**src/rtl/exc_pkg.sv**
```systemverilog
// Shared constants and types for the exception control unit.
// Assumes a 32-bit datapath and at most eight interrupt lines.
package exc_pkg;
    localparam logic [31:0] HANDLER_VEC = 32'h8000_0080;
    localparam logic [3:0]  CODE_IRQ    = 4'd0;
    localparam logic [3:0]  CODE_PRIV   = 4'd11;

    typedef enum logic [1:0] {
        SEL_EPC    = 2'd0,
        SEL_CAUSE  = 2'd1,
        SEL_STATUS = 2'd2,
        SEL_NONE   = 2'd3
    } reg_sel_e;
endpackage

```
**src/rtl/exc_pending.sv**
```systemverilog
// Pending-interrupt latch: one sticky bit per request line.
// A bit is set by its line and is replaced only by a kernel write to cause.
module exc_pending #(
    parameter int NIRQ = 8
) (
    input  logic            clk,
    input  logic            rst_n,
    input  logic [NIRQ-1:0] irq_i,
    input  logic            wr_i,
    input  logic [NIRQ-1:0] wdata_i,
    output logic [NIRQ-1:0] pend_o
);
    genvar gi;
    generate
        for (gi = 0; gi < NIRQ; gi++) begin : g_line
            // Sticky bit for line gi, overwritten by software writes.
            always_ff @(posedge clk) begin
                if (!rst_n)    pend_o[gi] <= 1'b0;
                else if (wr_i) pend_o[gi] <= wdata_i[gi] | irq_i[gi];
                else           pend_o[gi] <= pend_o[gi] | irq_i[gi];
            end
        end
    endgenerate

    AST_PEND_HOLD: assert property (@(posedge clk) disable iff (!rst_n)
        !wr_i |=> ((pend_o & $past(pend_o)) == $past(pend_o)));
endmodule

```
**src/rtl/exc_status.sv**
```systemverilog
// Status word: interrupt mask plus a three-level stack of {user, enable} pairs.
// Assumes push and pop are never high together (the top gives push priority).
module exc_status #(
    parameter int NIRQ = 8
) (
    input  logic            clk,
    input  logic            rst_n,
    input  logic            push_i,
    input  logic            pop_i,
    input  logic            wr_i,
    input  logic [NIRQ-1:0] mask_wdata_i,
    input  logic [5:0]      pairs_wdata_i,
    output logic [NIRQ-1:0] mask_o,
    output logic [5:0]      pairs_o
);
    // Pair stack: shift up on entry, down on return, load on write.
    always_ff @(posedge clk) begin
        if (!rst_n)      pairs_o <= 6'd0;
        else if (push_i) pairs_o <= {pairs_o[3:0], 2'b00};
        else if (pop_i)  pairs_o <= {pairs_o[5:4], pairs_o[5:2]};
        else if (wr_i)   pairs_o <= pairs_wdata_i;
    end

    // Mask register, changed only by software.
    always_ff @(posedge clk) begin
        if (!rst_n)    mask_o <= '0;
        else if (wr_i) mask_o <= mask_wdata_i;
    end

    AST_PUSH_KERNEL: assert property (@(posedge clk) disable iff (!rst_n)
        push_i |=> (pairs_o[1:0] == 2'b00 && pairs_o[5:2] == $past(pairs_o[3:0])));
    AST_POP_RESTORE: assert property (@(posedge clk) disable iff (!rst_n)
        (pop_i && !push_i) |=> (pairs_o[3:0] == $past(pairs_o[5:2]) && $stable(pairs_o[5:4])));
endmodule

```
**src/rtl/exc_ctrl_unit.sv**
```systemverilog
// Exception and interrupt control unit: picks one entry per cycle, saves the
// PC and cause, drives the fetch redirect and serves kernel register access.
// Assumes NIRQ <= 8 so the pending and mask fields fit in bits 15:8.
module exc_ctrl_unit #(
    parameter int NIRQ = 8
) (
    input  logic            clk,
    input  logic            rst_n,
    input  logic [31:0]     pc_i,
    input  logic            exc_valid_i,
    input  logic [3:0]      exc_code_i,
    input  logic [NIRQ-1:0] irq_i,
    input  logic            rfe_i,
    input  logic            reg_rd_i,
    input  logic            reg_wr_i,
    input  logic [1:0]      reg_sel_i,
    input  logic [31:0]     reg_wdata_i,
    output logic [31:0]     reg_rdata_o,
    output logic            redirect_o,
    output logic [31:0]     redirect_pc_o,
    output logic            kernel_o
);
    import exc_pkg::*;

    localparam int FLD_LO = 8;

    logic [31:0]     epc_q;
    logic [3:0]      code_q;
    logic [NIRQ-1:0] pend;
    logic [NIRQ-1:0] mask;
    logic [5:0]      pairs;
    logic            take_priv, take_irq, entry, do_rfe, wr_ok, rd_ok;
    logic [3:0]      entry_code;
    logic            wr_cause, wr_status, wr_epc;
    logic [31:0]     cause_word, status_word;

    // Current mode comes from the user bit of the current pair.
    assign kernel_o = ~pairs[1];

    // Entry selection and priority: exception, privilege, interrupt.
    always_comb begin
        take_priv  = (reg_rd_i | reg_wr_i) & ~kernel_o;
        take_irq   = (|(pend & mask)) & pairs[0];
        entry      = exc_valid_i | take_priv | take_irq;
        if (exc_valid_i)    entry_code = exc_code_i;
        else if (take_priv) entry_code = CODE_PRIV;
        else                entry_code = CODE_IRQ;
        do_rfe    = rfe_i & ~entry;
        wr_ok     = reg_wr_i & kernel_o & ~entry;
        rd_ok     = reg_rd_i & kernel_o;
        wr_epc    = wr_ok && reg_sel_i == SEL_EPC;
        wr_cause  = wr_ok && reg_sel_i == SEL_CAUSE;
        wr_status = wr_ok && reg_sel_i == SEL_STATUS;
    end

    // Fetch redirect: handler vector on entry, saved PC on return.
    always_comb begin
        redirect_o    = entry | do_rfe;
        redirect_pc_o = entry ? HANDLER_VEC : (do_rfe ? epc_q : 32'd0);
    end

    // Saved PC: captured on entry, else loaded by software.
    always_ff @(posedge clk) begin
        if (!rst_n)      epc_q <= 32'd0;
        else if (entry)  epc_q <= pc_i;
        else if (wr_epc) epc_q <= reg_wdata_i;
    end

    // Cause code field: written on entry, else by software.
    always_ff @(posedge clk) begin
        if (!rst_n)        code_q <= 4'd0;
        else if (entry)    code_q <= entry_code;
        else if (wr_cause) code_q <= reg_wdata_i[5:2];
    end

    exc_pending #(.NIRQ(NIRQ)) pend_i (
        .clk     (clk),
        .rst_n   (rst_n),
        .irq_i   (irq_i),
        .wr_i    (wr_cause),
        .wdata_i (reg_wdata_i[FLD_LO +: NIRQ]),
        .pend_o  (pend)
    );

    exc_status #(.NIRQ(NIRQ)) stat_i (
        .clk           (clk),
        .rst_n         (rst_n),
        .push_i        (entry),
        .pop_i         (do_rfe),
        .wr_i          (wr_status),
        .mask_wdata_i  (reg_wdata_i[FLD_LO +: NIRQ]),
        .pairs_wdata_i (reg_wdata_i[5:0]),
        .mask_o        (mask),
        .pairs_o       (pairs)
    );

    // Assemble the readable words from their fields.
    always_comb begin
        cause_word                = 32'd0;
        cause_word[FLD_LO +: NIRQ] = pend;
        cause_word[5:2]           = code_q;
        status_word                = 32'd0;
        status_word[FLD_LO +: NIRQ] = mask;
        status_word[5:0]           = pairs;
    end

    // Read mux, zero unless a kernel read.
    always_comb begin
        reg_rdata_o = 32'd0;
        if (rd_ok) begin
            case (reg_sel_i)
                SEL_EPC:    reg_rdata_o = epc_q;
                SEL_CAUSE:  reg_rdata_o = cause_word;
                SEL_STATUS: reg_rdata_o = status_word;
                default:    reg_rdata_o = 32'd0;
            endcase
        end
    end

    AST_ENTRY_KERNEL: assert property (@(posedge clk) disable iff (!rst_n)
        (exc_valid_i || take_irq) |=> kernel_o);
    AST_EPC_CAPTURE: assert property (@(posedge clk) disable iff (!rst_n)
        exc_valid_i |=> (epc_q == $past(pc_i) && code_q == $past(exc_code_i)));
    AST_USER_NO_DATA: assert property (@(posedge clk) disable iff (!rst_n)
        !kernel_o |-> reg_rdata_o == 32'd0);
    AST_MASKED_QUIET: assert property (@(posedge clk) disable iff (!rst_n)
        (!pairs[0] && !exc_valid_i && !take_priv) |-> !(redirect_o && redirect_pc_o == HANDLER_VEC));
endmodule

```
**config.mk**
```make
export PLATFORM = sky130hd
export DESIGN_NAME = exc_ctrl_unit
export DESIGN_NICKNAME = d
export VERILOG_FILES = /design/src/rtl/exc_pkg.sv /design/src/rtl/exc_pending.sv /design/src/rtl/exc_status.sv /design/src/rtl/exc_ctrl_unit.sv
export SDC_FILE = /design/constraint.sdc
export NUM_CORES = 1
export LEC_CHECK = 0
export BUFFER_PORTS_ARGS = -buffer_cell sky130_fd_sc_hd__buf_2
export CORE_MARGIN = 2
export CORE_UTILIZATION = 43
export DETAILED_ROUTE_END_ITERATION = 10
export PLACE_DENSITY = 0.85
export SLEW_MARGIN = 20
export SYNTH_ARGS = -nofsm -noshare
export SYNTH_HDL_FRONTEND = slang
export SYNTH_SLANG_ARGS = --single-unit
```
**constraint.sdc**
```tcl
create_clock -name clk -period 2 [get_ports clk]
set_clock_uncertainty 0.2 [all_clocks]
set_input_delay 0.3 -clock clk [delete_from_list [all_inputs] [get_ports clk]]
set_output_delay 0.3 -clock clk [all_outputs]
set_load 0.05 [all_outputs]
```
==> reports/metrics.cfg <==
[synthesis]
yosysSeqAreaShare_pct = 33.8
synth_top_area_share_pct = 33.8
yosys.area.top_type = dfxtp_1
synth_nets = 493
syn-cell-area_sq_um = 3440
ys_ff_latch = 58
synth_warnings = 0
synth_cell_types = 43
synth_flop_cell = dfxtp_1
synth-async-reset-ratio_pct = 0
avgSynthCellArea_sq_um = 8.41
synthTopCellsByArea = dfxtp_1 (34%), mux2i_1 (16%), a211oi_1 (8.1%), a21oi_1 (7.7%), and3_1 (5.6%)
syn_inst = 409
synth_edf_count = 0

[min_path]
whs_path_depth = 3
min_path_type = input port to register

[power_and_ir_drop]
p_leak_nw = 2.85
switchingPower_w = 0.00119
pwr_density_cell_nw_per_um2 = 552
seqPwrFrac_pct = 35.8
p_total_w = 0.00366
switching_share_pct = 32.5
ir_worst_vdd_mv = 0.482
clkPwrFrac_pct = 34.0
pwr-share-comb_pct = 30.2
internal-power_w = 0.00247

[worst_setup_path]
required_ns = 1.50
setup.worst_path.end_class = output pin
worstPathArrival_ns = 2.22
worst-r2r-setup-slack_ns = -0.61
reg2regPathDepth = 9
crit_type = register to output pin
worstPathMaxFanout = 6
critPathLaunchType = register

[clock_tree]
path_clk_slew_ns = 0.07
root_buffer = clkbuf_8
cts_buffers = 9
h-tree-depth = 3
numClockSinks = 58
cts_hold_buffers = 0
worst_skew_pair.late_latency_ns = 0.36
cts_tree = yes
clockBufferDepth = 2

[global_routing]
antenna_found_initial = 1
grt_max_degree = 36
grt_pass1_vias = 4614
track_usage_pct = 33.8
grt-ovfl-total = 0
grt_pass1_wl_microns = 22900

[detailed_routing]
firstDrtPassIters = 5
drt_wl_total_microns = 17100
met2WireLength_microns = 8530
dr.max_layer_used = met4
vias_per_cell = 6.22
wl_per_cell_microns = 23.0
met3_length_microns = 1390
antenna_left = 0
vias = 4618
post-route-drc-count = 0
drtIter0Drc = 341
wl_met1_microns = 6300

[status]
violations = hold timing, setup timing
status = finished, violations left

[sta]
worst_pin_slew_ns = 0.758
hold_viol = 1
finalSetupViolations = 112
whs_ns = -0.000294
rsz0062_at_grt = true
fin_crit_sh_pct = 136
slew_headroom_pct = 49.5
fin_crit_ns = 2.72
drv_slew = 0
setup_slack_ns = -0.719
fmax_ghz = 0.368

[place]
gp_congestion = 0.872
portBuffers = 149
hpwlAfterDp_microns = 8870

[die]
core-area_sq_um = 7730
die_h_microns = 93.4
start_util_pct = 44.5
ios = 150
fp-row-count = 32
dieWidth_microns = 93.4
die_area_sq_um = 8730

[finish]
drive_gt1_share_pct = 59.8
final_core_util_pct = 85.8
syn_to_final_growth_pct = 92.9
nFillCells = 346
fin_nets = 718

[flow_run]
drv_cap = 0

critical path, cell delays in order (launching register included):
cell and delay, ns:
dfxtp_2 0.33, a22o_1 0.25, o41a_1 0.48, nor2_4 0.17
buf_12 0.14, clkbuf_16 0.14, and3_4 0.20, buf_8 0.15
placed cells by master, fill, tap and decap left out, types with 3 or more instances in the layout:
cell	n
a211oi_1	26
a211oi_2	8
a211oi_4	3
a21oi_1	43
a21oi_2	10
a22o_1	4
and2_1	4
and2_4	20
and3_2	6
and3_4	25
buf_12	8
buf_2	85
buf_4	62
buf_6	42
buf_8	51
clkbuf_16	3
clkbuf_8	10
dfxtp_1	54
dfxtp_2	4
inv_1	3
mux2i_1	55
nand2_1	22
nand3_4	3
nor2_1	15
nor2_4	13
nor2b_1	3
o221a_4	3
o311a_1	7
or4_1	3
or4_4	4
layer usage:
layer,GRT usage (%),vias to the layer above
met5,0,-
met4,15.7,0
met3,7.17,78
met2,59.4,339
met1,39.1,2226
li1,-,1975
cell usage after synthesis, types with 2 or more instances:
library cell and instances:
a22o_1 4, o221a_2 3, mux2i_1 55, nand2b_1 2
clkbuf_1 22, buf_1 2, a21oi_1 53, o31ai_1 2
nor4_1 2, buf_2 14, and2_1 23, nor3_1 2
and3_1 31, nand2_1 24, nor3b_1 2, a211oi_1 37
o311a_1 7, or4_1 7, nor2b_1 3, nand3_1 3
o21ai_0 2, dfxtp_1 58, inv_1 4, nor2_1 28
power by group through the flow:
stage	clock (W)	combinational, W	sequential, W
floorplan	0	0.000509	0.00130
global placement	0	0.000789	0.00131
detailed placement	0	0.000813	0.00132
CTS	0.00122	0.000957	0.00130
global route	0.00129	0.00115	0.00132
finish	0.00124	0.00110	0.00131
cell families (layout without fill, tap and decap cells):
logic type | count (synthesis) | count (layout) | share of synthesized area (%)
simple gates | 134 | 134 | 21.4
compound gates | 117 | 117 | 23.0
flops | 58 | 58 | 33.8
mux | 56 | 56 | 16.3
buf+inv | 44 | 274 | 5.53
other cells | 0 | 1 | 0
final timing paths:
path                startpoint                 to
min            reg_wdata_i[14]   stat_i.mask_o[6]
max           pend_i.pend_o[0]  redirect_pc_o[20]
min reg2reg  stat_i.pairs_o[2]  stat_i.pairs_o[0]
max reg2reg   pend_i.pend_o[0]   pend_i.pend_o[2]
registers in the layout, summed over array words and instances, names as in the netlist:
name and flops:
code_q 4, epc_q 32, pend_i.pend_o 8, stat_i.mask_o 8
stat_i.pairs_o 6
per-stage QoR:
stage	instance area [sq um]	cells	setup WS (ns)	TNS, ns
floorplan	3680	409	-0.283	-8.50
finish	6630	742	-0.719	-36.66
global route	6630	742	-0.788	-42.62
CTS	6090	726	-0.669	-26.15
detailed placement	4990	691	-0.341	-15.41
global placement	4990	691	-0.302	-14.93
layout make-up:
type	count	area [sq um]	share of cell area [%]
Sequential cell	58	1170	17.6
Timing Repair Buffer	253	2420	36.5
Inverter	5	22.5	0.340
Tap cell	102	128	1.92
Clock buffer	11	141	2.13
Clock inverter	5	77.6	1.17
Antenna cell	1	2.50	0.0377
Multi-Input combinational cell	307	2680	40.3
timing repair:
action                     in CTS  in global routing
hold endpoints to repair        0                  0
setup buffers                  14                 17
pin swaps                      41                 21
gates resized for setup       206                 97
setup endpoints to repair     114                118
cloned                          6                  3
No activity file was read; power rests on OpenSTA's default activity.
